`src/rtl/uart_tx_lc_pkg.sv`:
```
package uart_tx_lc_pkg;

  localparam int unsigned DATA_MAX = 8;
  localparam logic [7:0]  LCR_RESET = 8'h03;

  typedef enum logic [2:0] {
    ST_IDLE,
    ST_START,
    ST_DATA,
    ST_PAR,
    ST_STOP
  } tx_st_e;

  typedef enum logic [1:0] {
    PM_ODD   = 2'd0,
    PM_EVEN  = 2'd1,
    PM_ONE   = 2'd2,
    PM_ZERO  = 2'd3
  } par_mode_e;

  typedef struct packed {
    logic      rsvd;
    logic      brk;
    par_mode_e pmode;
    logic      pen;
    logic      stop2;
    logic [1:0] wlen;
  } lcr_t;

  // data mask for the configured length (5..8 bits)
  function automatic logic [DATA_MAX-1:0] data_mask(logic [1:0] wlen);
    return {DATA_MAX{1'b1}} >> (2'd3 - wlen);
  endfunction

  function automatic logic par_bit(lcr_t c, logic [DATA_MAX-1:0] d);
    logic x;
    x = ^(d & data_mask(c.wlen));
    case (c.pmode)
      PM_ODD:  return ~x;
      PM_EVEN: return x;
      PM_ONE:  return 1'b1;
      default: return 1'b0;
    endcase
  endfunction

endpackage

```
`src/rtl/uart_tx_lc_reg.sv`:
```
module uart_tx_lc_reg
  import uart_tx_lc_pkg::*;
#(
  parameter logic [7:0] RST_VAL = LCR_RESET
) (
  input  logic       clk_i,
  input  logic       rst_ni,
  input  logic       we_i,
  input  logic [7:0] wdata_i,
  output lcr_t       lcr_o
);

  lcr_t lcr_q;

  always_ff @(posedge clk_i or negedge rst_ni) begin
    if (!rst_ni)   lcr_q <= lcr_t'(RST_VAL);
    else if (we_i) lcr_q <= lcr_t'(wdata_i);
  end

  assign lcr_o = lcr_q;

endmodule

```
`src/rtl/uart_tx_lc_hold.sv`:
```
module uart_tx_lc_hold #(
  parameter int unsigned DW = 8
) (
  input  logic          clk_i,
  input  logic          rst_ni,
  input  logic          take_i,
  input  logic          fifo_empty_i,
  input  logic [DW-1:0] fifo_data_i,
  output logic          fifo_rd_o,
  output logic          full_o,
  output logic [DW-1:0] data_o
);

  logic          full_q;
  logic [DW-1:0] data_q;

  // refill in the same cycle the byte leaves
  assign fifo_rd_o = !fifo_empty_i && (!full_q || take_i);

  always_ff @(posedge clk_i or negedge rst_ni) begin
    if (!rst_ni) begin
      full_q <= 1'b0;
      data_q <= '0;
    end else if (fifo_rd_o) begin
      full_q <= 1'b1;
      data_q <= fifo_data_i;
    end else if (take_i) begin
      full_q <= 1'b0;
    end
  end

  assign full_o = full_q;
  assign data_o = data_q;

endmodule

```
`src/rtl/uart_tx_lc_frame.sv`:
```
module uart_tx_lc_frame
  import uart_tx_lc_pkg::*;
#(
  parameter int unsigned OVS = 16
) (
  input  logic                clk_i,
  input  logic                rst_ni,
  input  logic                tick_i,
  input  lcr_t                lcr_i,
  input  logic                hold_full_i,
  input  logic [DATA_MAX-1:0] hold_data_i,
  output logic                take_o,
  output logic                busy_o,
  output logic                line_o
);

  localparam int unsigned CW = (OVS > 1) ? $clog2(OVS) : 1;
  localparam int unsigned IW = $clog2(DATA_MAX);
  localparam logic [CW-1:0] CNT_LAST = CW'(OVS - 1);

  tx_st_e              st_q;
  logic [CW-1:0]       cnt_q;
  logic [IW-1:0]       bit_q;
  logic                stop_q;
  lcr_t                cfg_q;
  logic [DATA_MAX-1:0] sh_q;
  logic                par_q;

  logic bit_end, data_last, frame_last;

  assign bit_end    = (cnt_q == CNT_LAST);
  assign data_last  = (bit_q == IW'(3'd4 + {1'b0, cfg_q.wlen}));
  assign frame_last = (st_q == ST_STOP) && bit_end && (stop_q == cfg_q.stop2);
  assign take_o     = tick_i && hold_full_i && ((st_q == ST_IDLE) || frame_last);

  always_ff @(posedge clk_i or negedge rst_ni) begin
    if (!rst_ni) begin
      st_q   <= ST_IDLE;
      cnt_q  <= '0;
      bit_q  <= '0;
      stop_q <= 1'b0;
      cfg_q  <= lcr_t'(LCR_RESET);
      sh_q   <= '0;
      par_q  <= 1'b0;
    end else if (tick_i) begin
      if (take_o) begin
        st_q  <= ST_START;
        cnt_q <= '0;
        bit_q <= '0;
        cfg_q <= lcr_i;
        sh_q  <= hold_data_i;
        par_q <= par_bit(lcr_i, hold_data_i);
      end else if (st_q != ST_IDLE) begin
        if (bit_end) begin
          cnt_q <= '0;
          case (st_q)
            ST_START: st_q <= ST_DATA;
            ST_DATA: begin
              if (data_last) begin
                st_q   <= cfg_q.pen ? ST_PAR : ST_STOP;
                stop_q <= 1'b0;
              end else begin
                bit_q <= bit_q + 1'b1;
                sh_q  <= sh_q >> 1;
              end
            end
            ST_PAR: begin
              st_q   <= ST_STOP;
              stop_q <= 1'b0;
            end
            ST_STOP: begin
              if (stop_q == cfg_q.stop2) st_q <= ST_IDLE;
              else                      stop_q <= 1'b1;
            end
            default: st_q <= ST_IDLE;
          endcase
        end else begin
          cnt_q <= cnt_q + 1'b1;
        end
      end
    end
  end

  always_comb begin
    case (st_q)
      ST_START: line_o = 1'b0;
      ST_DATA:  line_o = sh_q[0];
      ST_PAR:   line_o = par_q;
      default:  line_o = 1'b1;
    endcase
  end

  assign busy_o = (st_q != ST_IDLE);

endmodule

```
`src/rtl/uart_tx_lc.sv`:
```
module uart_tx_lc
  import uart_tx_lc_pkg::*;
#(
  parameter int unsigned OVS = 16
) (
  input  logic       clk_i,
  input  logic       rst_ni,
  input  logic       tick_i,
  input  logic       lcr_we_i,
  input  logic [7:0] lcr_wdata_i,
  input  logic       fifo_empty_i,
  input  logic [7:0] fifo_data_i,
  output logic       fifo_rd_o,
  output logic       tx_o,
  output logic       thr_empty_o,
  output logic       idle_o
);

  lcr_t                lcr_q;
  logic                take, busy, line, hold_full;
  logic [DATA_MAX-1:0] hold_data;

  uart_tx_lc_reg #(.RST_VAL(LCR_RESET)) u_reg (
    .clk_i   (clk_i),
    .rst_ni  (rst_ni),
    .we_i    (lcr_we_i),
    .wdata_i (lcr_wdata_i),
    .lcr_o   (lcr_q)
  );

  uart_tx_lc_hold #(.DW(DATA_MAX)) u_hold (
    .clk_i        (clk_i),
    .rst_ni       (rst_ni),
    .take_i       (take),
    .fifo_empty_i (fifo_empty_i),
    .fifo_data_i  (fifo_data_i),
    .fifo_rd_o    (fifo_rd_o),
    .full_o       (hold_full),
    .data_o       (hold_data)
  );

  uart_tx_lc_frame #(.OVS(OVS)) u_frame (
    .clk_i       (clk_i),
    .rst_ni      (rst_ni),
    .tick_i      (tick_i),
    .lcr_i       (lcr_q),
    .hold_full_i (hold_full),
    .hold_data_i (hold_data),
    .take_o      (take),
    .busy_o      (busy),
    .line_o      (line)
  );

  // break acts live, not at a frame boundary
  assign tx_o        = line & ~lcr_q.brk;
  assign thr_empty_o = ~hold_full;
  assign idle_o      = ~busy & ~hold_full;

endmodule

```
`config.mk`:
```
export PLATFORM = sky130hd
export DESIGN_NAME = uart_tx_lc
export DESIGN_NICKNAME = d
export VERILOG_FILES = /design/src/rtl/uart_tx_lc_pkg.sv /design/src/rtl/uart_tx_lc_reg.sv /design/src/rtl/uart_tx_lc_hold.sv /design/src/rtl/uart_tx_lc_frame.sv /design/src/rtl/uart_tx_lc.sv
export SDC_FILE = /design/constraint.sdc
export NUM_CORES = 1
export LEC_CHECK = 0
export BUFFER_PORTS_ARGS = -buffer_cell sky130_fd_sc_hd__buf_2
export CORE_UTILIZATION = 51
export CTS_CLUSTER_SIZE = 10
export DETAILED_ROUTE_END_ITERATION = 7
export PLACE_DENSITY = 0.78
export SKIP_LAST_GASP = 1
export SYNTH_ARGS = -nofsm -noshare
export SYNTH_HDL_FRONTEND = slang
export SYNTH_SLANG_ARGS = --single-unit
```
`constraint.sdc`:
```
create_clock -name clk_i -period 1.7 [get_ports clk_i]
set_input_delay 0.255 -clock clk_i [delete_from_list [all_inputs] [get_ports clk_i]]
set_output_delay 0.255 -clock clk_i [all_outputs]
set_load 0.02 [all_outputs]
```
==> metrics.yaml <==
status:
  status: "finished, violations left"
  violations: "negative setup slack"
power:
  vdd_ir_drop_max_mv: 1.03
  powerDensity_nw_per_um2: 1610
  power.leakage_nw: 1.13
grt:
  grt-ovfl-total: 0
  grt_max_degree: 24
  antenna_found_initial: 0
  grt_pass1_wl_mm: 7.04
  grt_pass1_vias: 1554
  grt_use_total_pct: 23.1
final_layout:
  antenna_cells: 0
  stdcell_area_sq_um: 2540
  syn2layout_area_growth_pct: 31.0
  fin_nets: 242
  fillers: 272
  final_cell_mix: "36 x dfrtp_1, 30 x buf_4, 20 x buf_2"
  drive_gt1_share_pct: 43.6
  final_common_cell: "dfrtp_1"
die:
  start_util_pct: 52.9
  fp.dieW_um: 63.6
  ios: 25
  die_area_sq_um: 4050
  chipHeight_um: 63.6
  rows: 22
  core-area_sq_um: 3660
synth:
  synth_seq_area_share_pct: 51.9
  synth_area_sq_um: 1940
  synth_cells: 166
  synth_area_leader_cell: "dfrtp_1"
  syn-num-nets: 189
  synth.area.top_cells: "dfrtp_1 47%, mux2_2 6.4%, dfstp_2 5.4%, mux2_1 4.7%, xnor2_1 3.2%"
  avgSynthCellArea_sq_um: 11.7
  synth_seq_cells: 40
  synth_top_area_share_pct: 46.5
  synth.distinct_cells: 44
  ys_warn_count: 0
timing:
  tightestPinTransition_ns: 0.573
  setup_viol_count_final: 17
  relSlewSlack_pct: 61.7
  final.min_clock_period_ns: 1.85
  fmax_mhz: 541
  hold_ws_ns: 0.165
  hold_viol: 0
  timing.final.crit_share_pct: 109
  rsz0062_at_grt: "yes"
  finalClockSkew_ns: 0.00704
  finalWorstSetupSlack_ns: -0.148
  drv_slew: 0
worst_setup_path:
  crit_fanout: 8
  regToRegEndpoint: "u_frame.sh_q[6]"
  cp-start-kind: "flop"
  critPathKind: "reg -> reg"
  endpoint_kind: "flop"
  r2r_slack_ns: -0.15
  cp_data_required_time_ns: 1.88
  reg2reg_depth: 5
  r2r_start: "u_frame.st_q[0]"
  critPathArrivalTime_ns: 2.03
clock_tree:
  cts_sinks: 40
  cts_buffer_depth: 2
  tritoncts: "built"
  clkSlewWorstSetupHoldPaths_ns: 0.08
  clkLatencyLatePin_ns: 0.29
  cts_htree_levels: 2
  root_buffer: "clkbuf_8"
  numCtsBuffers: 5
placed_design:
  hpwl_mm: 2.88
  place_congestion: 0.818
  port_buffers: 23
  post_dp_cell_area_sq_um: 2320
min_path:
  min-delay-start: "fifo_empty_i"
  hold_path_class: "in -> reg"
  min_to: "u_hold.full_o"
  whs_path_depth: 2
routing:
  wire_per_inst_um: 15.3
  wl_mm: 4.10
  drtIter0Drc: 103
  route.detailed.drc: 0
  via_per_inst: 5.57
  vias: 1494
  drtAntennaViolNets: 0
  drtPass1Iterations: 4
run:
  maxCapViolCount: 0
[power breakdown]
part           switching, mW  total [mW]  internal, mW
registers              0.283        1.59          1.31
logic                  0.803        1.82          1.01
clock network          0.344       0.673         0.329
[critical path, stage by stage, from the launching register on]
cell      delay, ns
dfrtp_1        0.38
or3b_4         0.41
a311oi_4       0.37
nand2_2        0.19
or2_0          0.27
o221a_2        0.12
[synth_stat cells, drive strengths merged]
| cell | count |
|---|---|
| o22ai | 1 |
| nor3 | 1 |
| and2 | 2 |
| xor2 | 1 |
| o21ai | 15 |
| clkbuf | 5 |
| xnor3 | 1 |
| a21oi | 4 |
| buf | 1 |
| a21boi | 1 |
| a41oi | 1 |
| mux2 | 19 |
| dfstp | 4 |
| nand3 | 9 |
| xnor2 | 7 |
| o221a | 3 |
| mux2i | 1 |
| nand2b | 1 |
| and3b | 1 |
| a311oi | 2 |
| ha | 2 |
| o211ai | 1 |
| o22a | 4 |
| o21a | 6 |
| nor2b | 1 |
| nor4 | 1 |
| or3b | 1 |
| nand4 | 2 |
| inv | 5 |
| dfrtp | 36 |
| and3 | 1 |
| o31ai | 1 |
| nor2 | 8 |
| nand2 | 14 |
| o311ai | 1 |
| or2 | 2 |
[final cells by class]
type                            instances  area [sq um]  area share (%)
Sequential cell                        40          1010            39.6
Multi-Input combinational cell        115          1000            39.6
Timing Repair Buffer                   52           350            13.8
Clock buffer                            6          82.6            3.25
Tap cell                               48          60.1            2.37
Inverter                                5          18.8           0.740
Clock inverter                          2          15.0           0.592
[through the flow]
step / setup slack (ns) / util [%] / setup TNS (ns) / power, mW / std cells
after floorplan: -0.140 / - / -1.49 / 2.58 / 166
after CTS: -0.213 / 67.9 / -2.14 / 3.91 / 266
after global placement: -0.0426 / 63.4 / -0.122 / 3.00 / 253
after global routing: -0.254 / 69.3 / -3.74 / 4.32 / 268
final: -0.148 / 69.3 / -1.67 / 4.08 / 268
after detailed placement: -0.0667 / 63.4 / -0.667 / 3.10 / 253
[routing by layer]
layer / share of wire, % / track usage [%] / routed length (um)
met1: 42 / 28.1 / 1730
met2: 51 / 39.0 / 2090
met3: 3.7 / 4.71 / 153
met4: 3.0 / 10.8 / 122
met5: 0 / 0 / 0
[how the worst max path moves through the flow]
stage / start / end / cells past startpoint
2_1_floorplan: u_frame.cnt_q[1] / u_hold.data_o[0] / 6
3_3_place_gp: u_frame.st_q[0] / u_frame.sh_q[6] / 5
3_5_place_dp: u_hold.data_o[4] / u_frame.par_q / 5
4_1_cts: u_frame.cnt_q[0] / fifo_rd_o / 7
5_1_grt: u_frame.cnt_q[1] / fifo_rd_o / 6
6_report: u_frame.st_q[0] / u_frame.sh_q[6] / 5
[cell families (layout without fill, tap and decap cells)]
group                      after synthesis  after routing  synth area share, %
AOI/OAI and AO/OA                       40             40                 16.0
xor gates and xnor gates                 9              9                 4.78
adders and majority gates                2              2                 1.29
buffers and inverters                   11             65                 2.52
DFF                                     40             40                 51.9
muxes                                   20             20                 11.6
and+or+nand+nor                         44             44                 12.0
[state kept, by name, summed over array words and instances (netlist names)]
signal,cells
u_frame.stop_q,1
u_frame.cnt_q,4
u_hold.data_o,8
u_reg.lcr_o,7
u_frame.bit_q,3
u_frame.sh_q,8
u_frame.st_q,3
u_hold.full_o,1
u_frame.cfg_q,4
u_frame.par_q,1
[timing repair]
action | CTS | global route
setup endpoints to repair | 15 | 29
gates resized for setup | 7 | 11
endpoints found under the hold margin | 18 | 0
buffers inserted | 5 | 3
hold buffers | 1 | 0
pin swaps | 8 | 9
(Power assumes the default switching activity.)
